[src/rtl/lpws_pkg.sv]
package lpws_pkg;
  localparam int BUSY_BIT = 10;
  localparam int NEXT_BIT = 9;
  localparam int DONE_BIT = 8;
  localparam int ERR_BIT  = 7;
  localparam int IEN_HI   = 9;
  localparam int IEN_LO   = 7;

  typedef enum logic [1:0] {
    SEL_DATA = 2'd0,
    SEL_STAT = 2'd1,
    SEL_IEN  = 2'd2,
    SEL_NONE = 2'd3
  } rsel_e;
endpackage

[src/rtl/lpws_tick.sv]
module lpws_tick #(
  parameter int STAGES = 2
) (
  input  logic clk,
  input  logic rst,
  input  logic lp_clk,
  output logic tick
);
  logic [STAGES:0] sh;

  always_ff @(posedge clk) begin
    if (rst) begin
      sh   <= '0;
      tick <= 1'b0;
    end else begin
      sh   <= {sh[STAGES-1:0], lp_clk};
      tick <= sh[STAGES-1] & ~sh[STAGES];
    end
  end

  // one slow edge yields exactly one tick
  a_r3_single_tick: assert property (@(posedge clk) disable iff (rst)
    tick |=> !tick);
endmodule

[src/rtl/lpws_engine.sv]
module lpws_engine #(
  parameter int DATA_W = 32,
  parameter int ADDR_W = 4,
  parameter int TICKS  = 4
) (
  input  logic              clk,
  input  logic              rst,
  input  logic              tick,
  input  logic              req,
  input  logic [ADDR_W-1:0] req_addr,
  input  logic [DATA_W-1:0] req_data,
  output logic              busy,
  output logic              apply,
  output logic              collide,
  output logic [ADDR_W-1:0] ap_addr,
  output logic [DATA_W-1:0] ap_data
);
  localparam int CW = (TICKS > 1) ? $clog2(TICKS) : 1;
  localparam logic [CW-1:0] LAST = CW'(TICKS - 1);

  logic [CW-1:0] cnt;

  assign apply   = busy & tick & (cnt == LAST);
  assign collide = req & busy;

  always_ff @(posedge clk) begin
    if (rst) begin
      busy    <= 1'b0;
      cnt     <= '0;
      ap_addr <= '0;
      ap_data <= '0;
    end else if (!busy && req) begin
      busy    <= 1'b1;
      cnt     <= '0;
      ap_addr <= req_addr;
      ap_data <= req_data;
    end else if (busy && tick) begin
      if (cnt == LAST) busy <= 1'b0;
      else             cnt  <= cnt + 1'b1;
    end
  end

  // a write is accepted only from a request
  a_r2_accept_on_req: assert property (@(posedge clk) disable iff (rst)
    $rose(busy) |-> $past(req));
  // completion happens only on a slow tick
  a_r3_done_on_tick: assert property (@(posedge clk) disable iff (rst)
    $fell(busy) |-> $past(tick));
  // staged data is frozen while a write is in flight
  a_r7_hold_data: assert property (@(posedge clk) disable iff (rst)
    (busy && $past(busy)) |-> $stable(ap_data));
endmodule

[src/rtl/lpws_regfile.sv]
module lpws_regfile #(
  parameter int DATA_W   = 32,
  parameter int NUM_REGS = 8,
  localparam int IDX_W   = (NUM_REGS > 1) ? $clog2(NUM_REGS) : 1
) (
  input  logic              clk,
  input  logic              we,
  input  logic [IDX_W-1:0]  waddr,
  input  logic [DATA_W-1:0] wdata,
  input  logic              re,
  input  logic [IDX_W-1:0]  raddr,
  output logic [DATA_W-1:0] rdata
);
  logic [DATA_W-1:0] mem [NUM_REGS];

  always_ff @(posedge clk) begin
    if (we) mem[waddr] <= wdata;
  end

  always_ff @(posedge clk) begin
    if (re) rdata <= mem[raddr];
  end
endmodule

[src/rtl/lpws_status.sv]
module lpws_status
  import lpws_pkg::*;
#(
  parameter int DATA_W = 32
) (
  input  logic              clk,
  input  logic              rst,
  input  logic              busy,
  input  logic              apply,
  input  logic              ap_is_stat,
  input  logic              ap_err_clr,
  input  logic              collide,
  input  logic              stat_rd,
  input  logic              ien_we,
  input  logic [IEN_HI:IEN_LO] ien_wdata,
  output logic [DATA_W-1:0] stat_word,
  output logic [DATA_W-1:0] ien_word,
  output logic              irq
);
  logic done, err;
  logic [IEN_HI:IEN_LO] ien;

  always_ff @(posedge clk) begin
    if (rst) begin
      done <= 1'b0;
      err  <= 1'b0;
      ien  <= '0;
      irq  <= 1'b0;
    end else begin
      if (apply)        done <= 1'b1;
      else if (stat_rd) done <= 1'b0;

      if (collide)                               err <= 1'b1;
      else if (apply && ap_is_stat && ap_err_clr) err <= 1'b0;

      if (ien_we) ien <= ien_wdata;

      irq <= done & ien[DONE_BIT];
    end
  end

  always_comb begin
    stat_word           = '0;
    stat_word[BUSY_BIT] = busy;
    stat_word[NEXT_BIT] = ~busy;
    stat_word[DONE_BIT] = done;
    stat_word[ERR_BIT]  = err;
    ien_word            = '0;
    ien_word[IEN_HI:IEN_LO] = ien;
  end

  // done rises only when a write is applied
  a_r4_done_src: assert property (@(posedge clk) disable iff (rst)
    $rose(done) |-> $past(apply));
  // error rises only on a colliding write
  a_r7_err_src: assert property (@(posedge clk) disable iff (rst)
    $rose(err) |-> $past(collide));
  // error falls only when a clearing write is applied
  a_r8_err_clear: assert property (@(posedge clk) disable iff (rst)
    $fell(err) |-> $past(apply && ap_is_stat));
  // interrupt follows a set done flag
  a_r9_irq_src: assert property (@(posedge clk) disable iff (rst)
    irq |-> $past(done));
endmodule

[src/rtl/lpws_bridge.sv]
module lpws_bridge
  import lpws_pkg::*;
#(
  parameter int DATA_W      = 32,
  parameter int NUM_REGS    = 8,
  parameter int ADDR_W      = 4,
  parameter int SYNC_TICKS  = 4,
  parameter int SYNC_STAGES = 2
) (
  input  logic              clk,
  input  logic              rst,
  input  logic              lp_clk,
  input  logic              wr_en,
  input  logic              rd_en,
  input  logic [ADDR_W-1:0] addr,
  input  logic [DATA_W-1:0] wdata,
  output logic [DATA_W-1:0] rdata,
  output logic              irq_wc
);
  localparam int IDX_W = (NUM_REGS > 1) ? $clog2(NUM_REGS) : 1;
  localparam logic [ADDR_W-1:0] STAT_A = ADDR_W'(NUM_REGS);
  localparam logic [ADDR_W-1:0] IEN_A  = ADDR_W'(NUM_REGS + 1);

  logic tick, busy, apply, collide;
  logic [ADDR_W-1:0] ap_addr;
  logic [DATA_W-1:0] ap_data;
  logic [DATA_W-1:0] stat_word, ien_word, reg_rd;
  logic [DATA_W-1:0] stat_q, ien_q;
  rsel_e sel_now, sel_q;
  logic  sync_req, ien_we, stat_rd, ap_is_stat, ap_is_data;

  always_comb begin
    if (addr < STAT_A)       sel_now = SEL_DATA;
    else if (addr == STAT_A) sel_now = SEL_STAT;
    else if (addr == IEN_A)  sel_now = SEL_IEN;
    else                     sel_now = SEL_NONE;
  end

  assign sync_req   = wr_en && (sel_now == SEL_DATA || sel_now == SEL_STAT);
  assign ien_we     = wr_en && (sel_now == SEL_IEN);
  assign stat_rd    = rd_en && (sel_now == SEL_STAT);
  assign ap_is_stat = (ap_addr == STAT_A);
  assign ap_is_data = (ap_addr < STAT_A);

  lpws_tick #(.STAGES(SYNC_STAGES)) u_tick (
    .clk(clk), .rst(rst), .lp_clk(lp_clk), .tick(tick)
  );

  lpws_engine #(.DATA_W(DATA_W), .ADDR_W(ADDR_W), .TICKS(SYNC_TICKS)) u_engine (
    .clk(clk), .rst(rst), .tick(tick),
    .req(sync_req), .req_addr(addr), .req_data(wdata),
    .busy(busy), .apply(apply), .collide(collide),
    .ap_addr(ap_addr), .ap_data(ap_data)
  );

  lpws_regfile #(.DATA_W(DATA_W), .NUM_REGS(NUM_REGS)) u_regs (
    .clk(clk),
    .we(apply && ap_is_data), .waddr(ap_addr[IDX_W-1:0]), .wdata(ap_data),
    .re(rd_en), .raddr(addr[IDX_W-1:0]), .rdata(reg_rd)
  );

  lpws_status #(.DATA_W(DATA_W)) u_stat (
    .clk(clk), .rst(rst), .busy(busy), .apply(apply),
    .ap_is_stat(ap_is_stat), .ap_err_clr(ap_data[ERR_BIT]),
    .collide(collide), .stat_rd(stat_rd),
    .ien_we(ien_we), .ien_wdata(wdata[IEN_HI:IEN_LO]),
    .stat_word(stat_word), .ien_word(ien_word), .irq(irq_wc)
  );

  always_ff @(posedge clk) begin
    if (rst) begin
      sel_q  <= SEL_NONE;
      stat_q <= '0;
      ien_q  <= '0;
    end else if (rd_en) begin
      sel_q  <= sel_now;
      stat_q <= stat_word;
      ien_q  <= ien_word;
    end
  end

  always_comb begin
    case (sel_q)
      SEL_DATA: rdata = reg_rd;
      SEL_STAT: rdata = stat_q;
      SEL_IEN:  rdata = ien_q;
      default:  rdata = '0;
    endcase
  end

  // an enable write alone never starts a synchronised write
  a_r6_ien_no_busy: assert property (@(posedge clk) disable iff (rst)
    (ien_we && !busy) |=> !busy);
endmodule

[config.mk]
export PLATFORM = sky130hd
export DESIGN_NAME = lpws_bridge
export DESIGN_NICKNAME = d
export VERILOG_FILES = /design/src/rtl/lpws_pkg.sv /design/src/rtl/lpws_tick.sv /design/src/rtl/lpws_engine.sv /design/src/rtl/lpws_regfile.sv /design/src/rtl/lpws_status.sv /design/src/rtl/lpws_bridge.sv
export SDC_FILE = /design/constraint.sdc
export NUM_CORES = 1
export LEC_CHECK = 0
export ABC_AREA = 1
export BUFFER_PORTS_ARGS = -buffer_cell sky130_fd_sc_hd__buf_2
export CORE_MARGIN = 4
export CORE_UTILIZATION = 60
export CTS_BUF_LIST = sky130_fd_sc_hd__clkbuf_8
export DETAILED_ROUTE_END_ITERATION = 10
export GPL_TIMING_DRIVEN = 0
export PLACE_DENSITY_LB_ADDON = 0.25
export SYNTH_ARGS = -nofsm -noshare
export SYNTH_HDL_FRONTEND = slang
export SYNTH_HIERARCHICAL = 1
export SYNTH_SLANG_ARGS = --single-unit
export TNS_END_PERCENT = 100
[constraint.sdc]
create_clock -name clk -period 3.3 [get_ports clk]
set_input_delay 0.66 -clock clk [delete_from_list [all_inputs] [get_ports clk]]
set_output_delay 0.66 -clock clk [all_outputs]
set_load 0.05 [all_outputs]
==> results.yml <==
run_status:
  outcome: "finished clean"
drt:
  wire_per_inst_um: 16.63
  wirelength_um: 41930
  avgViaCountPerCell: 5.087
  drtIter0Drc: 1243
  drc: 0
  ant_nets: 0
  drt-pass1-iter-count: 6
  vias: 12824
clocking:
  cts_setup_buffers: 0
  clock-sinks: 403
  cts_inserted_buffers: 66
  clk_path_buf_depth: 3
  clock-root-buffer: "clkbuf_8"
  post_cts_resized: 0
  clk_pin_slew_ns: 0.06
  postCtsHoldBufs: 0
  cts_tree: "done"
  htreeDepth: 3
  clock_latency_ns: 0.59
global_routing:
  grt_pass1_wl_um: 64740
  gr-total-overflow: 0
  grt_pass1_vias: 12219
  grt_max_degree: 36
  grt_use_total: 0.2660
  grt.busiest_layer: "met2"
  met1_usage: 0.3552
  antenna_found_initial: 0
  use_met3: 0.05532
  met2_usage: 0.4433
synth:
  yosysMostFrequentCell: "nand2_1"
  synth_common_cells: "nand2_1 (662), edfxtp_1 (288), inv_1 (277)"
  synth_edf_count: 288
  ys_types: 27
  ys.flop_type: "edfxtp_1"
  synth_area_leader_cell: "edfxtp_1"
  synthTopCellsByArea: "edfxtp_1 (50%), nand2_1 (14%), dfxtp_1 (13%)"
  ys_seq_elements: 403
  syn_area_per_cell_um2: 9.280
  syn-cell-area_mm2: 0.01746
  yosysSeqAreaShare: 0.6270
  async_flop_share: 0
  yosys_warnings: 6
  synth.top_cell.area_share: 0.4952
  syn_inst: 1882
timing:
  final-hold-violation-count: 0
  fin_skew_ns: 0.01909
  finalMaxSlewViolations: 0
  min_period_over_period: 0.8218
  worst_pin_slew_ns: 0.7646
  setup_viol: 0
  rsz0062_at_grt: "no"
  hold_ws_ns: 0.3133
  fmax_mhz: 368.8
  relSlewSlack: 0.4903
  fin_crit_ns: 2.712
flow_run:
  max_cap_violations: 0
die:
  initial_core_util: 0.6085
  pin_count: 74
  rows: 62
  die_area_mm2: 0.03190
  design.core.area_mm2: 0.02870
  die_x_um: 178.6
  dieHeight_um: 178.6
power_and_ir_drop:
  power_density_mw_per_mm2: 526.7
  vdd_drop_max_mv: 0.2851
  p_leak_nw: 9.283
placement:
  place_congestion: 0.8798
  portBuffers: 73
  dpl.hpwl_um: 27950
setup_path:
  cp-startpoint: "u_engine/busy"
  crit_path_start_kind: "flip-flop"
  cp.arrival_ns: 2.98
  rrSetupSlack_ns: 0.59
  critPathKind: "flip-flop to flip-flop"
  crit_path_end_kind: "flip-flop"
  crit_required_ns: 3.57
  reg2reg_from: "u_engine/busy"
  critPathMaxFanout: 20
hold_path:
  holdCritStartpoint: "lp_clk"
  min_path_type: "input pin to flip-flop"
layout:
  antenna_cells: 0
  finalNetCount: 2129
  syn_to_final_growth_pct: 14.40
  final_core_util: 0.6961
  drive_above_1_share: 0.1642
==> layout by cell type, fill, tap and decap left out, types with 32 or more instances in the layout <==
cell | Yosys | routed
nor2_1 | 66 | 58
nor2_2 | 32 | 32
nand3_1 | 162 | 162
edfxtp_1 | 288 | 288
inv_1 | 277 | 306
dfxtp_1 | 115 | 115
conb_1 | 1 | 57
nand2_1 | 662 | 662
buf_4 | 71 | 71
buf_2 | 40 | 113
a21oi_1 | 71 | 71
clkbuf_8 | 0 | 75
==> path summary, 6_finish.rpt <==
path,end,cells past startpoint
worst max-delay path,u_regs/mem[3][10],7
worst min-delay path,u_tick/sh[0],3
worst max register to register,u_regs/mem[3][10],7
worst min register to register,u_tick/tick,1
==> power by group <==
group          switching [mW]  total (mW)  leakage (nW)  internal, mW
Clock                    1.94        4.02         0.725          2.08
Combinational           0.559       0.840          4.95         0.281
Sequential              0.110        5.66          3.61          5.55
==> critical path: stages, from the launching register on <==
cell and delay, ns:
dfxtp_1 0.59, nand2_1 0.09, nor2_1 0.33, inv_1 0.09
nor2_1 0.15, nand2_1 0.28, nor2_4 0.57, buf_12 0.27
==> cell families (layout without fill, tap and decap cells) <==
logic type | count (synthesis) | count (layout) | share of synthesized area
AND/OR/NAND/NOR | 929 | 929 | 0.2174
buffers and inverters | 436 | 635 | 0.1222
flip-flops | 403 | 403 | 0.6270
AO/OA/AOI/OAI | 112 | 112 | 0.03253
adder cells (fa/ha/maj) | 1 | 1 | 0.0007163
other | 1 | 57 | 0.0002147
==> stage by stage <==
stage                     setup TNS [ns]  total power, mW  worst slack [ns]  std cells  cell area, um^2
after floorplan                        0            6.309            0.5179       1938            17670
after global placement           -253.20            6.560            -1.086       2395            18520
after detailed placement               0            6.594            0.5688       2403            18760
after CTS                              0            10.59            0.5543       2521            19980
after global routing                   0            10.91            0.4557       2521            19980
final                                  0            10.52            0.5882       2521            19980
==> layer usage <==
metal / share of wire / up-vias
li1: - / 6210
met1: 0.40 / 5916
met2: 0.48 / 630
met3: 0.10 / 68
met4: 0.020 / 0
met5: 0 / -
==> sequential cells by signal (all words and copies together) (netlist names) <==
register          flops
u_regs/mem          256
u_stat/ien            3
u_stat/done           1
u_engine/busy         1
u_engine/ap_addr      4
sel_q                 2
ien_q                32
u_regs/rdata         32
stat_q               32
u_tick/sh             3
u_stat/err            1
u_engine/cnt          2
u_stat/irq            1
u_engine/ap_data     32
u_tick/tick           1
==> cell type report <==
class / count / area [um^2]
sequential: 403 / 10950
clock buffer: 75 / 1032
tap: 384 / 480.5
timing repair buffer: 81 / 540.5
buffer: 149 / 1044
inverter: 287 / 1090
multi-input combinational: 1099 / 4651
fill: 2172 / 8723
clock inverter: 43 / 191.4
(Power assumes the default switching activity.)
